`src/rtl/ebus_pkg.sv`:
```
package ebus_pkg;
  localparam int CPU_AW = 24;
  localparam int DATA_W = 16;
  localparam int BYTE_W = DATA_W / 2;
  localparam int EA_W   = 23;
  localparam int OFF_W  = EA_W;
  localparam int BUS_AW = EA_W + 1;
  localparam int CS_N   = 4;
  localparam int SEL_W  = $clog2(CS_N);

  typedef enum logic [1:0] {BM_WORD, BM_PAIR, BM_BYTE} bus_mode_e;
  typedef enum logic [1:0] {SQ_IDLE, SQ_STB, SQ_GAP} seq_state_e;

  typedef struct packed {
    logic             hit;
    logic [SEL_W-1:0] sel;
    logic [OFF_W-1:0] off;
  } dec_t;

  // word address -> device select and device word offset
  function automatic dec_t region_decode(logic [CPU_AW-1:0] a, logic merge);
    dec_t d;
    d.hit = 1'b1;
    d.sel = '0;
    d.off = '0;
    if (a[23:21] == 3'b000) begin
      d.hit = 1'b0;
    end else if (a[23:22] == 2'b00) begin
      d.sel = SEL_W'(0);
      d.off = {2'b00, a[20:0]};
    end else if (!a[23]) begin
      d.sel = SEL_W'(1);
      d.off = {1'b0, a[21:0]};
    end else if (merge) begin
      d.sel = SEL_W'(2);
      d.off = a[22:0];
    end else begin
      d.sel = a[22] ? SEL_W'(3) : SEL_W'(2);
      d.off = {1'b0, a[21:0]};
    end
    return d;
  endfunction

  function automatic bus_mode_e pick_mode(logic w16, logic pair);
    if (w16)  return BM_WORD;
    if (pair) return BM_PAIR;
    return BM_BYTE;
  endfunction

  // device offset and byte index -> address placed on the bus
  function automatic logic [BUS_AW-1:0] bus_address(bus_mode_e m, logic [OFF_W-1:0] off, logic idx);
    case (m)
      BM_WORD: return {1'b0, off};
      BM_PAIR: return {off, idx};
      default: return {2'b00, off[OFF_W-2:0]};
    endcase
  endfunction

  function automatic logic [DATA_W-1:0] lane_drive(bus_mode_e m, logic idx, logic [DATA_W-1:0] wd);
    if (m == BM_WORD) return wd;
    return {{BYTE_W{1'b0}}, (idx ? wd[DATA_W-1:BYTE_W] : wd[BYTE_W-1:0])};
  endfunction
endpackage

```
`src/rtl/ebus_decode.sv`:
```
module ebus_decode import ebus_pkg::*; (
  input  logic [CPU_AW-1:0] addr,
  input  logic              merge,
  output logic              hit,
  output logic [SEL_W-1:0]  sel,
  output logic [OFF_W-1:0]  off
);
  dec_t d;
  always_comb begin
    d   = region_decode(addr, merge);
    hit = d.hit;
    sel = d.sel;
    off = d.off;
  end
endmodule

```
`src/rtl/ebus_seq.sv`:
```
module ebus_seq import ebus_pkg::*; #(
  parameter int STROBE_CYC = 3
) (
  input  logic clk,
  input  logic rst_n,
  input  logic start,
  input  logic two,
  output logic strobe,
  output logic cap,
  output logic idx,
  output logic done,
  output logic idle
);
  localparam int CW = $clog2(STROBE_CYC + 1);

  seq_state_e    st;
  logic [CW-1:0] cnt;
  logic          two_q;

  assign strobe = (st == SQ_STB);
  assign cap    = strobe && (cnt == CW'(STROBE_CYC - 1));
  assign done   = (st == SQ_GAP) && !(two_q && !idx);
  assign idle   = (st == SQ_IDLE);

  always_ff @(posedge clk or negedge rst_n) begin
    if (!rst_n) begin
      st    <= SQ_IDLE;
      cnt   <= '0;
      idx   <= 1'b0;
      two_q <= 1'b0;
    end else begin
      case (st)
        SQ_IDLE: if (start) begin
          st    <= SQ_STB;
          cnt   <= '0;
          idx   <= 1'b0;
          two_q <= two;
        end
        SQ_STB: if (cap) st <= SQ_GAP;
                else     cnt <= cnt + 1'b1;
        SQ_GAP: if (two_q && !idx) begin
          idx <= 1'b1;
          cnt <= '0;
          st  <= SQ_STB;
        end else begin
          st <= SQ_IDLE;
        end
        default: st <= SQ_IDLE;
      endcase
    end
  end
endmodule

```
`src/rtl/ebus_lane.sv`:
```
module ebus_lane import ebus_pkg::*; (
  input  logic              clk,
  input  logic              rst_n,
  input  bus_mode_e         mode,
  input  logic              idx,
  input  logic              cap,
  input  logic              strobe,
  input  logic              we,
  input  logic [DATA_W-1:0] wdata,
  input  logic [DATA_W-1:0] ed_i,
  output logic [DATA_W-1:0] ed_o,
  output logic [1:0]        ed_oe,
  output logic [DATA_W-1:0] rword
);
  assign ed_o  = lane_drive(mode, idx, wdata);
  assign ed_oe = (strobe && we) ? ((mode == BM_WORD) ? 2'b11 : 2'b01) : 2'b00;

  always_ff @(posedge clk or negedge rst_n) begin
    if (!rst_n) begin
      rword <= '0;
    end else if (cap) begin
      case (mode)
        BM_WORD: rword <= ed_i;
        BM_PAIR: if (idx) rword[DATA_W-1:BYTE_W] <= ed_i[BYTE_W-1:0];
                 else     rword[BYTE_W-1:0]      <= ed_i[BYTE_W-1:0];
        default: rword <= {{BYTE_W{1'b0}}, ed_i[BYTE_W-1:0]};
      endcase
    end
  end
endmodule

```
`src/rtl/ext_bus_ctrl.sv`:
```
module ext_bus_ctrl import ebus_pkg::*; #(
  parameter int STROBE_CYC = 3
) (
  input  logic              clk,
  input  logic              rst_n,
  input  logic              width16,
  input  logic              pair_en,
  input  logic              cs3_addr_en,
  input  logic              req,
  input  logic              we,
  input  logic [CPU_AW-1:0] addr,
  input  logic [DATA_W-1:0] wdata,
  output logic              ready,
  output logic [DATA_W-1:0] rdata,
  output logic [EA_W-1:0]   ea,
  output logic [DATA_W-1:0] ed_o,
  output logic [1:0]        ed_oe,
  input  logic [DATA_W-1:0] ed_i,
  output logic              rd_n,
  output logic              wr_n,
  output logic [CS_N-1:0]   cs_n
);
  logic              dec_hit;
  logic [SEL_W-1:0]  dec_sel;
  logic [OFF_W-1:0]  dec_off;
  bus_mode_e         req_mode, mode_q;
  logic              merge_q, we_q, rdy_q;
  logic [SEL_W-1:0]  sel_q;
  logic [OFF_W-1:0]  off_q;
  logic [DATA_W-1:0] wdata_q, rdata_q, rword;
  logic              accept, strobe, cap, idx, seq_done, seq_idle;
  logic [BUS_AW-1:0] baddr;

  ebus_decode u_dec (
    .addr(addr), .merge(cs3_addr_en), .hit(dec_hit), .sel(dec_sel), .off(dec_off)
  );

  assign req_mode = pick_mode(width16, pair_en);
  assign accept   = req && seq_idle && !rdy_q;

  ebus_seq #(.STROBE_CYC(STROBE_CYC)) u_seq (
    .clk(clk), .rst_n(rst_n), .start(accept && dec_hit), .two(req_mode == BM_PAIR),
    .strobe(strobe), .cap(cap), .idx(idx), .done(seq_done), .idle(seq_idle)
  );

  ebus_lane u_lane (
    .clk(clk), .rst_n(rst_n), .mode(mode_q), .idx(idx), .cap(cap), .strobe(strobe),
    .we(we_q), .wdata(wdata_q), .ed_i(ed_i), .ed_o(ed_o), .ed_oe(ed_oe), .rword(rword)
  );

  always_ff @(posedge clk or negedge rst_n) begin
    if (!rst_n) begin
      mode_q  <= BM_WORD;
      merge_q <= 1'b0;
      we_q    <= 1'b0;
      sel_q   <= '0;
      off_q   <= '0;
      wdata_q <= '0;
      rdy_q   <= 1'b0;
      rdata_q <= '0;
    end else begin
      rdy_q <= seq_done || (accept && !dec_hit);
      if (accept) begin
        mode_q  <= req_mode;
        merge_q <= cs3_addr_en;
        we_q    <= we;
        sel_q   <= dec_sel;
        off_q   <= dec_off;
        wdata_q <= wdata;
      end
      if (accept && !dec_hit) rdata_q <= '0;
      else if (seq_done)      rdata_q <= we_q ? '0 : rword;
    end
  end

  assign baddr = bus_address(mode_q, off_q, idx);
  assign ea    = baddr[EA_W-1:0];
  assign rd_n  = !(strobe && !we_q);
  assign wr_n  = !(strobe && we_q);
  assign ready = rdy_q;
  assign rdata = rdata_q;

  for (genvar i = 0; i < CS_N; i++) begin : g_cs
    if (i == CS_N - 1) begin : g_top
      assign cs_n[i] = merge_q ? (strobe && baddr[BUS_AW-1]) : !(strobe && sel_q == SEL_W'(i));
    end else begin : g_plain
      assign cs_n[i] = !(strobe && sel_q == SEL_W'(i));
    end
  end
endmodule

```
`config.mk`:
```
export PLATFORM = sky130hd
export DESIGN_NAME = ext_bus_ctrl
export DESIGN_NICKNAME = d
export VERILOG_FILES = /design/src/rtl/ebus_pkg.sv /design/src/rtl/ebus_decode.sv /design/src/rtl/ebus_seq.sv /design/src/rtl/ebus_lane.sv /design/src/rtl/ext_bus_ctrl.sv
export SDC_FILE = /design/constraint.sdc
export NUM_CORES = 1
export LEC_CHECK = 0
export BUFFER_PORTS_ARGS = -buffer_cell sky130_fd_sc_hd__buf_4
export CAP_MARGIN = 20
export CORE_MARGIN = 2
export CORE_UTILIZATION = 45
export DETAILED_ROUTE_END_ITERATION = 16
export GPL_TIMING_DRIVEN = 1
export HOLD_SLACK_MARGIN = 0.08
export PLACE_DENSITY = 0.72
export SYNTH_ARGS = -nofsm -noshare
export SYNTH_HDL_FRONTEND = slang
export SYNTH_SLANG_ARGS = --single-unit
```
`constraint.sdc`:
```
create_clock -name clk -period 2.9 [get_ports clk]
set_input_delay 0.87 -clock clk [delete_from_list [all_inputs] [get_ports clk]]
set_output_delay 0.87 -clock clk [all_outputs]
set_load 0.02 [all_outputs]
```
==> out/metrics.cfg, run 1 <==
[outcome]
outcome = complete, no violations

[cells_and_area]
fin_util_pct = 60.7
nets = 503
stdcell_count = 552
antennaDiodeCount = 0
drive_gt1_share_pct = 50.2
area_growth_pct = 30.9

[clock_tree]
cts_num_sinks = 84
cts_setup_buffers = 0
clkLatencyLatePin_ns = 0.35
cts_buffers = 9
cts_resized = 0
clk_pin_slew_ns = 0.09
h-tree-depth = 3
cts_max_path_buffers = 2
cts-root-buf = clkbuf_8
cts_tree = built
ctsHoldBuffers = 0

[setup_path]
crit_required_ns = 2.03
rr_startpoint = u_seq.st[0]$_DFFE_PN0P_
end_kind = output pin
crit_chain = nor2b_2 -> buf_4 -> mux2_2 -> buf_4
crit_path_max_fanout = 15
cp_common_cell = buf_4
slowest_delay_ns = 0.52
critPathSlowestCell = dfrtp_1
cp-start-kind = flip-flop
path_class = reg2out
cp.arrival_ns = 1.86
critical_path.startpoint = mode_q[0]$_DFFE_PN0N_

[synth]
synth_common_cells = 84 x dfrtp_1, 47 x mux2_2, 29 x a22o_1
synth-seq-cells = 84
synth_top_area_share_pct = 52.2
synthMuxAreaShare_pct = 20.4
syn_area_per_cell_um2 = 12.7
yosysTopAreaCell = dfrtp_1
synth_cells = 317
synthAdderAreaFrac_pct = 0.311
async_reset_ff_share_pct = 100
ys_warn_count = 0
ys_seq_area_share_pct = 52.2
synth_compound_area_share_pct = 13.3
yosys.cell_count.top_type = dfrtp_1
synthTopCellsByArea = dfrtp_1 52%, mux2_2 13%, mux2_4 6.7%
synth_xor_area_share_pct = 0
syn_nets = 381
ys.flop_type = dfrtp_1
yosysUniqueCellTypes = 35
synthSimpleGateAreaFrac_pct = 9.64
netlist_area_um2 = 4020
synth_top_family_by_area = multiplexers
synth_edf_count = 0

[global_route]
grt_overflow = 0
grt.total_usage_pct = 20.3
grt_antenna_before_repair = 0
grt_pass1_wl_mm = 15.7
grt_max_degree = 52
grt_pass1_vias = 3096

[floorplanning]
row_count = 34
fp.coreArea_um2 = 8680
num_io_pins = 127
start_util_pct = 46.4
die_area_um2 = 9710
dieHeight_um = 98.6
die_w_um = 98.6

[run]
drv_cap = 0

[sta]
setup_tns_ns = 0
clock_skew_ns = 0.0128
slew_viol_final = 0
rsz0062_at_grt = no
post-route-period-util_pct = 94.1
max-slew-margin-rel_pct = 40.4
hold_viol = 0
layout_min_cycle_time_ns = 2.73
clock.fmax_mhz = 367
finalSetupViolCount = 0
tightest_slew_ns = 0.892

[placement]
numPortBuffers = 126
place_congestion = 0.843
dp.cells = 536
dpl.hpwl_mm = 6.90

[route]
drc_errors = 0
drt-total-wl_mm = 9.69
antenna_left = 0
routed_via_density = 5.41
dr.pass1.iters = 5
routedWlPerCell_um = 17.6
num_vias = 2989
drt_iter0_markers = 85

[pwr]
p_leak_nw = 2.54
p_per_area_nw_per_um2 = 1230
ir_worst_vdd_v = 0.000573

[min_path]
min_from = u_seq.cnt[0]$_DFFE_PN0P_
min_path_type = reg2reg

where the power goes:
group / switching (mW) / internal (mW)
Combinational: 1.69 / 1.72
Sequential: 0.391 / 1.72
Clock: 0.445 / 0.491
state kept, by name, summed over array words and instances, names as in the netlist:
name / count
sel_q: 2
u_seq.cnt: 2
ready: 1
merge_q: 1
mode_q: 2
u_seq.two_q: 1
u_seq.idx: 1
u_seq.st: 2
off_q: 23
wdata_q: 16
rdata: 16
u_lane.rword: 16
we_q: 1
placed cells by master (no fill, tap or decap), types with 3 or more instances in the layout:
cell type and n:
nand4b_1 16, o21ai_0 23, clkbuf_8 9, and2_1 9, dfrtp_1 84, nor2_1 5, clkinv_4 3, mux2_4 18
nand2_1 9, a21oi_1 17, nand2b_1 5, nor2b_1 4, mux2_2 47, a22o_1 29, buf_4 135, inv_1 4
stage by stage:
step                      hold slack (ns)  power, mW  setup WS (ns)  area (um^2)
after floorplan                     0.451       4.32          0.627         4020
after global placement              0.460       5.47          0.348         5040
after detailed placement            0.479       5.56          0.325         5040
after CTS                           0.491       6.51          0.146         5270
after global routing                0.510       6.85         0.0220         5270
final                               0.484       6.46          0.172         5270
layer usage:
metal | part of all wire, % | GRT usage, % | up-vias
met2 | 49 | 32.8 | 98
li1 | - | - | 1411
met5 | 0 | 0 | -
met4 | 1.1 | 7.90 | 0
met3 | 5.3 | 3.19 | 7
met1 | 45 | 27.9 | 1473
layout make-up:
| cell class | count | area, um^2 |
|---|---|---|
| fill | 768 | 3410 |
| tap | 108 | 135 |
| multi-input combinational | 204 | 1760 |
| clock inverter | 7 | 100 |
| clock buffer | 9 | 124 |
| timing repair buffer | 136 | 1030 |
| inverter | 4 | 15.0 |
| sequential | 84 | 2100 |
critical path: cells and delay by family, from the launching register on:
family | cells | cell delay, ns
buffers and inverters | 2 | 0.41
muxes | 1 | 0.37
DFF | 1 | 0.52
and+or+nand+nor | 1 | 0.22
worst paths after layout:
| path | to | slack [ns] | depth (start not counted) |
|---|---|---|---|
| setup / recovery | ea[20] | 0.17 | 4 |
| hold / removal | u_seq.cnt[0]$_DFFE_PN0P_ | 0.48 | 1 |
| setup reg to reg | merge_q$_DFFE_PN0N_ | 0.75 | 3 |
| hold reg to reg | u_seq.cnt[0]$_DFFE_PN0P_ | 0.48 | 1 |
| max in group asynchronous | off_q[2]$_DFFE_PN0N_ | 1.78 | 2 |
| min in group asynchronous | wdata_q[7]$_DFFE_PN0N_ | 0.49 | 1 |
cell families after synthesis:
kind of cell | Yosys count
AND/OR/NAND/NOR | 59
flip-flops | 84
multiplexers | 67
buffers and inverters | 29
AO/OA/AOI/OAI | 77
adder cells (fa/ha/maj) | 1
Power figures use the tool's default switching activity.
==> inputs of run 2 (changes only) <==
REMOVE_ABC_BUFFERS = 1   (was not set)
==> out/metrics.cfg, run 2 (synthesized netlist as in run 1, its figures left out) <==
[sta]
layout_min_cycle_time_ns = 2.74
hold_viol = 0
rsz0062_at_grt = no
tightest_slew_ns = 0.955
max-slew-margin-rel_pct = 36.2
slew_viol_final = 0
finalSetupViolCount = 0
clock_skew_ns = 0.00811
worst_slack_ns = 0.164
post-route-period-util_pct = 94.3
clock.fmax_mhz = 365

[setup_path]
critPathSlowestCell = dfrtp_1
cp-start-kind = flip-flop
cp_common_cell = buf_4
end_kind = output pin
rr_startpoint = u_seq.st[0]$_DFFE_PN0P_
critical_path.startpoint = mode_q[0]$_DFFE_PN0N_
path_class = reg2out
cp.arrival_ns = 1.87
crit_path_max_fanout = 23
crit_family = flip-flops
crit_end = ea[13]
cp_num_cells = 4
cp_num_buf_inv = 2
r2r-end = wdata_q[15]$_DFFE_PN0N_
ff2ff_path_depth = 3
crit_chain = nor2b_2 -> buf_4 -> mux2_2 -> buf_4
slowest_delay_ns = 0.48
rrSetupSlack_ns = 0.87
crit_required_ns = 2.03

[run]
drv_cap = 0

[floorplanning]
fp.coreArea_um2 = 8680
die_area_um2 = 9710
dieHeight_um = 98.6
num_io_pins = 127
row_count = 34
die_w_um = 98.6
start_util_pct = 46.4

[placement]
dpl.hpwl_mm = 6.74
place_congestion = 0.753
pre_cts_ws_ns = 0.420
numPortBuffers = 126

[clock_tree]
cts_max_path_buffers = 2
cts_tree = built
cts-root-buf = clkbuf_8
ctsHoldBuffers = 0
cts_buffers = 9
cts_setup_buffers = 0
cts_num_sinks = 84
clkLatencyLatePin_ns = 0.34
cts_resized = 0
h-tree-depth = 3
clk_pin_slew_ns = 0.08

[route]
drt-total-wl_mm = 9.48
drt_iter0_markers = 107
routed_via_density = 5.40
dr.pass1.iters = 4
num_vias = 2985
routedWlPerCell_um = 17.1
antenna_left = 0
drc_errors = 0

[cells_and_area]
largest_reg_flops = 23
nets = 504
layout_commonest_cell = buf_4
fin_util_pct = 60.7
drive_gt1_share_pct = 49.9
top_register = off_q
area_growth_pct = 30.9
antennaDiodeCount = 0
layout_common_cells = 136 x buf_4, 84 x dfrtp_1, 47 x mux2_2, 29 x a22o_1, 23 x o21ai_0

[global_route]
grt_pass1_wl_mm = 15.4
grt_pass1_vias = 3013
grt_antenna_before_repair = 0
grt.total_usage_pct = 19.8
grt_max_degree = 44
grt_overflow = 0

[min_path]
hold_depth = 1
min_path_type = reg2reg

[pwr]
p_leak_nw = 2.54
p_per_area_nw_per_um2 = 1220
ir_worst_vdd_v = 0.000767

[outcome]
outcome = complete, no violations

run 2: cell types whose count changed in the layout (fill, tap and decap cells not counted):
cell	change
clkinv_4	-3
inv_6	-1
buf_4	+1
clkinvlp_4	+1
clkbuf_8	+1
clkbuf_1	+2
run 2: cell type report:
| cell class | instances | area (um^2) |
|---|---|---|
| clock inverter | 4 | 72.6 |
| inverter | 4 | 15.0 |
| sequential | 84 | 2100 |
| fill | 741 | 3410 |
| timing repair buffer | 137 | 1040 |
| multi-input combinational | 204 | 1760 |
| tap | 108 | 135 |
| clock buffer | 12 | 145 |
run 2: layer usage:
| layer | GRT usage [%] | wire [um] | part of all wire [%] | vias to the layer above |
|---|---|---|---|---|
| met2 | 30.5 | 4400 | 46 | 102 |
| met3 | 4.11 | 583 | 6.1 | 9 |
| met1 | 28.5 | 4410 | 46 | 1463 |
| met4 | 5.80 | 89 | 0.94 | 0 |
| li1 | - | - | - | 1411 |
| met5 | 0 | 0 | 0 | - |
run 2: worst min path at each step:
stage                                          end                startpoint
after floorplan           u_seq.cnt[0]$_DFFE_PN0P_  u_seq.cnt[0]$_DFFE_PN0P_
after global placement    u_seq.cnt[0]$_DFFE_PN0P_  u_seq.cnt[0]$_DFFE_PN0P_
after detailed placement  u_seq.cnt[0]$_DFFE_PN0P_  u_seq.cnt[0]$_DFFE_PN0P_
after CTS                 u_seq.cnt[0]$_DFFE_PN0P_  u_seq.cnt[0]$_DFFE_PN0P_
after global routing      u_seq.cnt[0]$_DFFE_PN0P_  u_seq.cnt[0]$_DFFE_PN0P_
final                     u_seq.cnt[0]$_DFFE_PN0P_  u_seq.cnt[0]$_DFFE_PN0P_
run 2: metrics by stage:
stage / TNS, ns / hold slack [ns] / cells / total power, mW / area, um^2
2_1_floorplan: -9.51 / 0.451 / 292 / 4.22 / 3870
3_5_place_dp: 0 / 0.476 / 537 / 5.57 / 5050
5_1_grt: 0 / 0.519 / 553 / 6.82 / 5270
3_3_place_gp: 0 / 0.464 / 537 / 5.49 / 5050
6_report: 0 / 0.490 / 553 / 6.44 / 5270
4_1_cts: 0 / 0.487 / 553 / 6.50 / 5270
run 2: where the power goes:
part / switching [mW] / internal (mW) / total, mW
Sequential: 0.399 / 1.72 / 2.12
Clock: 0.397 / 0.508 / 0.905
Combinational: 1.68 / 1.73 / 3.41
==> inputs of run 3 (changes only) <==
PLACE_DENSITY = 0.7   (was 0.72)
RECOVER_POWER = 100   (was not set)
SYNTH_HIERARCHICAL = 1   (was not set)
==> out/metrics.cfg, run 3 <==
[clock_tree]
cts_tree = built
ctsHoldBuffers = 0
cts_num_sinks = 84
cts_max_path_buffers = 2
cts-root-buf = clkbuf_8
clk_pin_slew_ns = 0.09
clkLatencyLatePin_ns = 0.36
h-tree-depth = 3
cts_setup_buffers = 0
cts_resized = 1
cts_buffers = 9

[placement]
dpl.hpwl_mm = 7.12
numPortBuffers = 126
dp.cells = 585
place_congestion = 0.783

[setup_path]
rr_startpoint = mode_q[0]$_DFFE_PN0N_
cp.arrival_ns = 1.87
path_class = reg2out
rrSetupSlack_ns = 0.35
crit_required_ns = 2.03
ff2ff_path_depth = 4
end_kind = output pin
cp-start-kind = flip-flop
r2r-end = u_lane/rword[5]$_DFFE_PN0P_
crit_path_max_fanout = 8

[floorplanning]
num_io_pins = 127
fp.coreArea_um2 = 10100
dieHeight_um = 105
die_area_um2 = 11100
row_count = 37
die_w_um = 105
start_util_pct = 45.7

[sta]
hold_ws_ns = 0.504
layout_min_cycle_time_ns = 2.74
clock.fmax_mhz = 365
tightest_slew_ns = 1.15
hold_viol = 0
post-route-period-util_pct = 94.5
rsz0062_at_grt = no
clock_skew_ns = 0.0180
slew_viol_final = 0
max-slew-margin-rel_pct = 23.2
setup_tns_ns = 0
finalSetupViolCount = 0

[synth]
synth-seq-cells = 84
ys_seq_area_share_pct = 45.4
ys.flop_type = dfrtp_1
synth_top_area_share_pct = 45.4
yosysTopAreaCell = dfrtp_1
yosysUniqueCellTypes = 41
async_reset_ff_share_pct = 100
synth_cells = 341
yosys.cell_count.top_type = dfrtp_1
synth_common_cells = 84 x dfrtp_1, 42 x mux2_2, 42 x mux2_4
synthTopCellsByArea = dfrtp_1 45%, mux2_4 14%, mux2_2 10%
netlist_area_um2 = 4630
synth_edf_count = 0
syn_area_per_cell_um2 = 13.6
ys_warn_count = 6

[cells_and_area]
layout_commonest_cell = dfrtp_1
fin_util_pct = 52.7
top_register = off_q
largest_reg_flops = 23
drive_gt1_share_pct = 40.0
area_growth_pct = 15.3
layout_common_cells = 84 x dfrtp_1, 79 x buf_4, 42 x mux2_2, 37 x mux2_1, 31 x clkbuf_2
antennaDiodeCount = 0
stdcell_count = 601
nets = 524

[min_path]
min_from = wdata_q[0]$_DFFE_PN0N_
hold_depth = 1
min_to = wdata_q[0]$_DFFE_PN0N_
min_path_type = reg2reg

[pwr]
p_leak_nw = 2.42
ir_worst_vdd_v = 0.000553
p_per_area_nw_per_um2 = 1130

[route]
drt-total-wl_mm = 10.4
dr.pass1.iters = 6
num_vias = 3147
drt_iter0_markers = 95
antenna_left = 0
routed_via_density = 5.24
drc_errors = 0
routedWlPerCell_um = 17.2

[outcome]
outcome = complete, no violations

[run]
drv_cap = 0

[global_route]
grt.total_usage_pct = 19.1
grt_overflow = 0
grt_antenna_before_repair = 0
grt_max_degree = 48
grt_pass1_vias = 3301
grt_pass1_wl_mm = 16.9

==> run 3: cell count changes in the layout (fill, tap and decap cells not counted), sizes merged, moves of 16 or more <==
| cell | delta |
|---|---|
| nand4b | -16 |
| mux2 | +19 |
| o31a | +21 |
| mux2i | +23 |
| buf | -57 |
| o21ai | -22 |
| a22o | -29 |
| clkbuf | +53 |
==> run 3: final cells by class <==
type	count	area (um^2)
clock buffer	10	138
clock inverter	6	53.8
fill	968	4800
inverter	13	48.8
multi-input combinational	217	1990
sequential	84	2100
tap	136	170
timing repair buffer	135	843
==> run 3: worst max path at each step <==
| stage | slack (ns) | end | startpoint |
|---|---|---|---|
| global placement | 0.46 | cs_n[0] | u_seq/st[0]$_DFFE_PN0P_ |
| global route | 0.04 | ea[1] | mode_q[0]$_DFFE_PN0N_ |
| floorplan | -0.64 | ready$_DFF_PN0_ | addr[23] |
| detailed placement | 0.40 | cs_n[0] | u_seq/st[0]$_DFFE_PN0P_ |
| CTS | 0.13 | cs_n[0] | u_seq/st[0]$_DFFE_PN0P_ |
| finish | 0.16 | cs_n[0] | u_seq/st[0]$_DFFE_PN0P_ |
==> run 3: stage by stage <==
step	instance area [um^2]	setup WS [ns]	total power, mW
detailed placement	5570	0.396	5.90
finish	5340	0.160	6.04
floorplan	4330	-0.637	4.51
global placement	5570	0.463	5.81
CTS	5760	0.129	6.73
global route	5340	0.0404	6.44
==> run 3: layer usage <==
| layer | up-vias | track usage [%] | part of all wire, % |
|---|---|---|---|
| met4 | 0 | 7.43 | 2.0 |
| met1 | 1553 | 25.4 | 45 |
| met2 | 103 | 30.3 | 47 |
| met5 | - | 0 | 0 |
| li1 | 1473 | - | - |
| met3 | 18 | 4.33 | 6.0 |
==> run 3: power breakdown <==
| part | internal [mW] | switching, mW |
|---|---|---|
| registers | 1.73 | 0.403 |
| logic | 1.39 | 1.71 |
| clock network | 0.351 | 0.461 |
| total | 3.47 | 2.57 |
==> run 3: kinds of logic (layout without fill, tap and decap cells) <==
logic type | after synthesis | in the layout | share of synthesized area, %
fa+ha+maj | 1 | 1 | 0.270
buf+inv | 40 | 164 | 7.51
simple gates | 66 | 66 | 9.81
flops | 84 | 84 | 45.4
compound gates | 41 | 41 | 7.78
mux | 109 | 109 | 29.2
==> run 3: worst max-delay path: stages, from the launching register on <==
cell      delay [ns]
dfrtp_1         0.49
inv_2           0.11
nor2_2          0.28
or3b_2          0.47
clkbuf_2        0.17
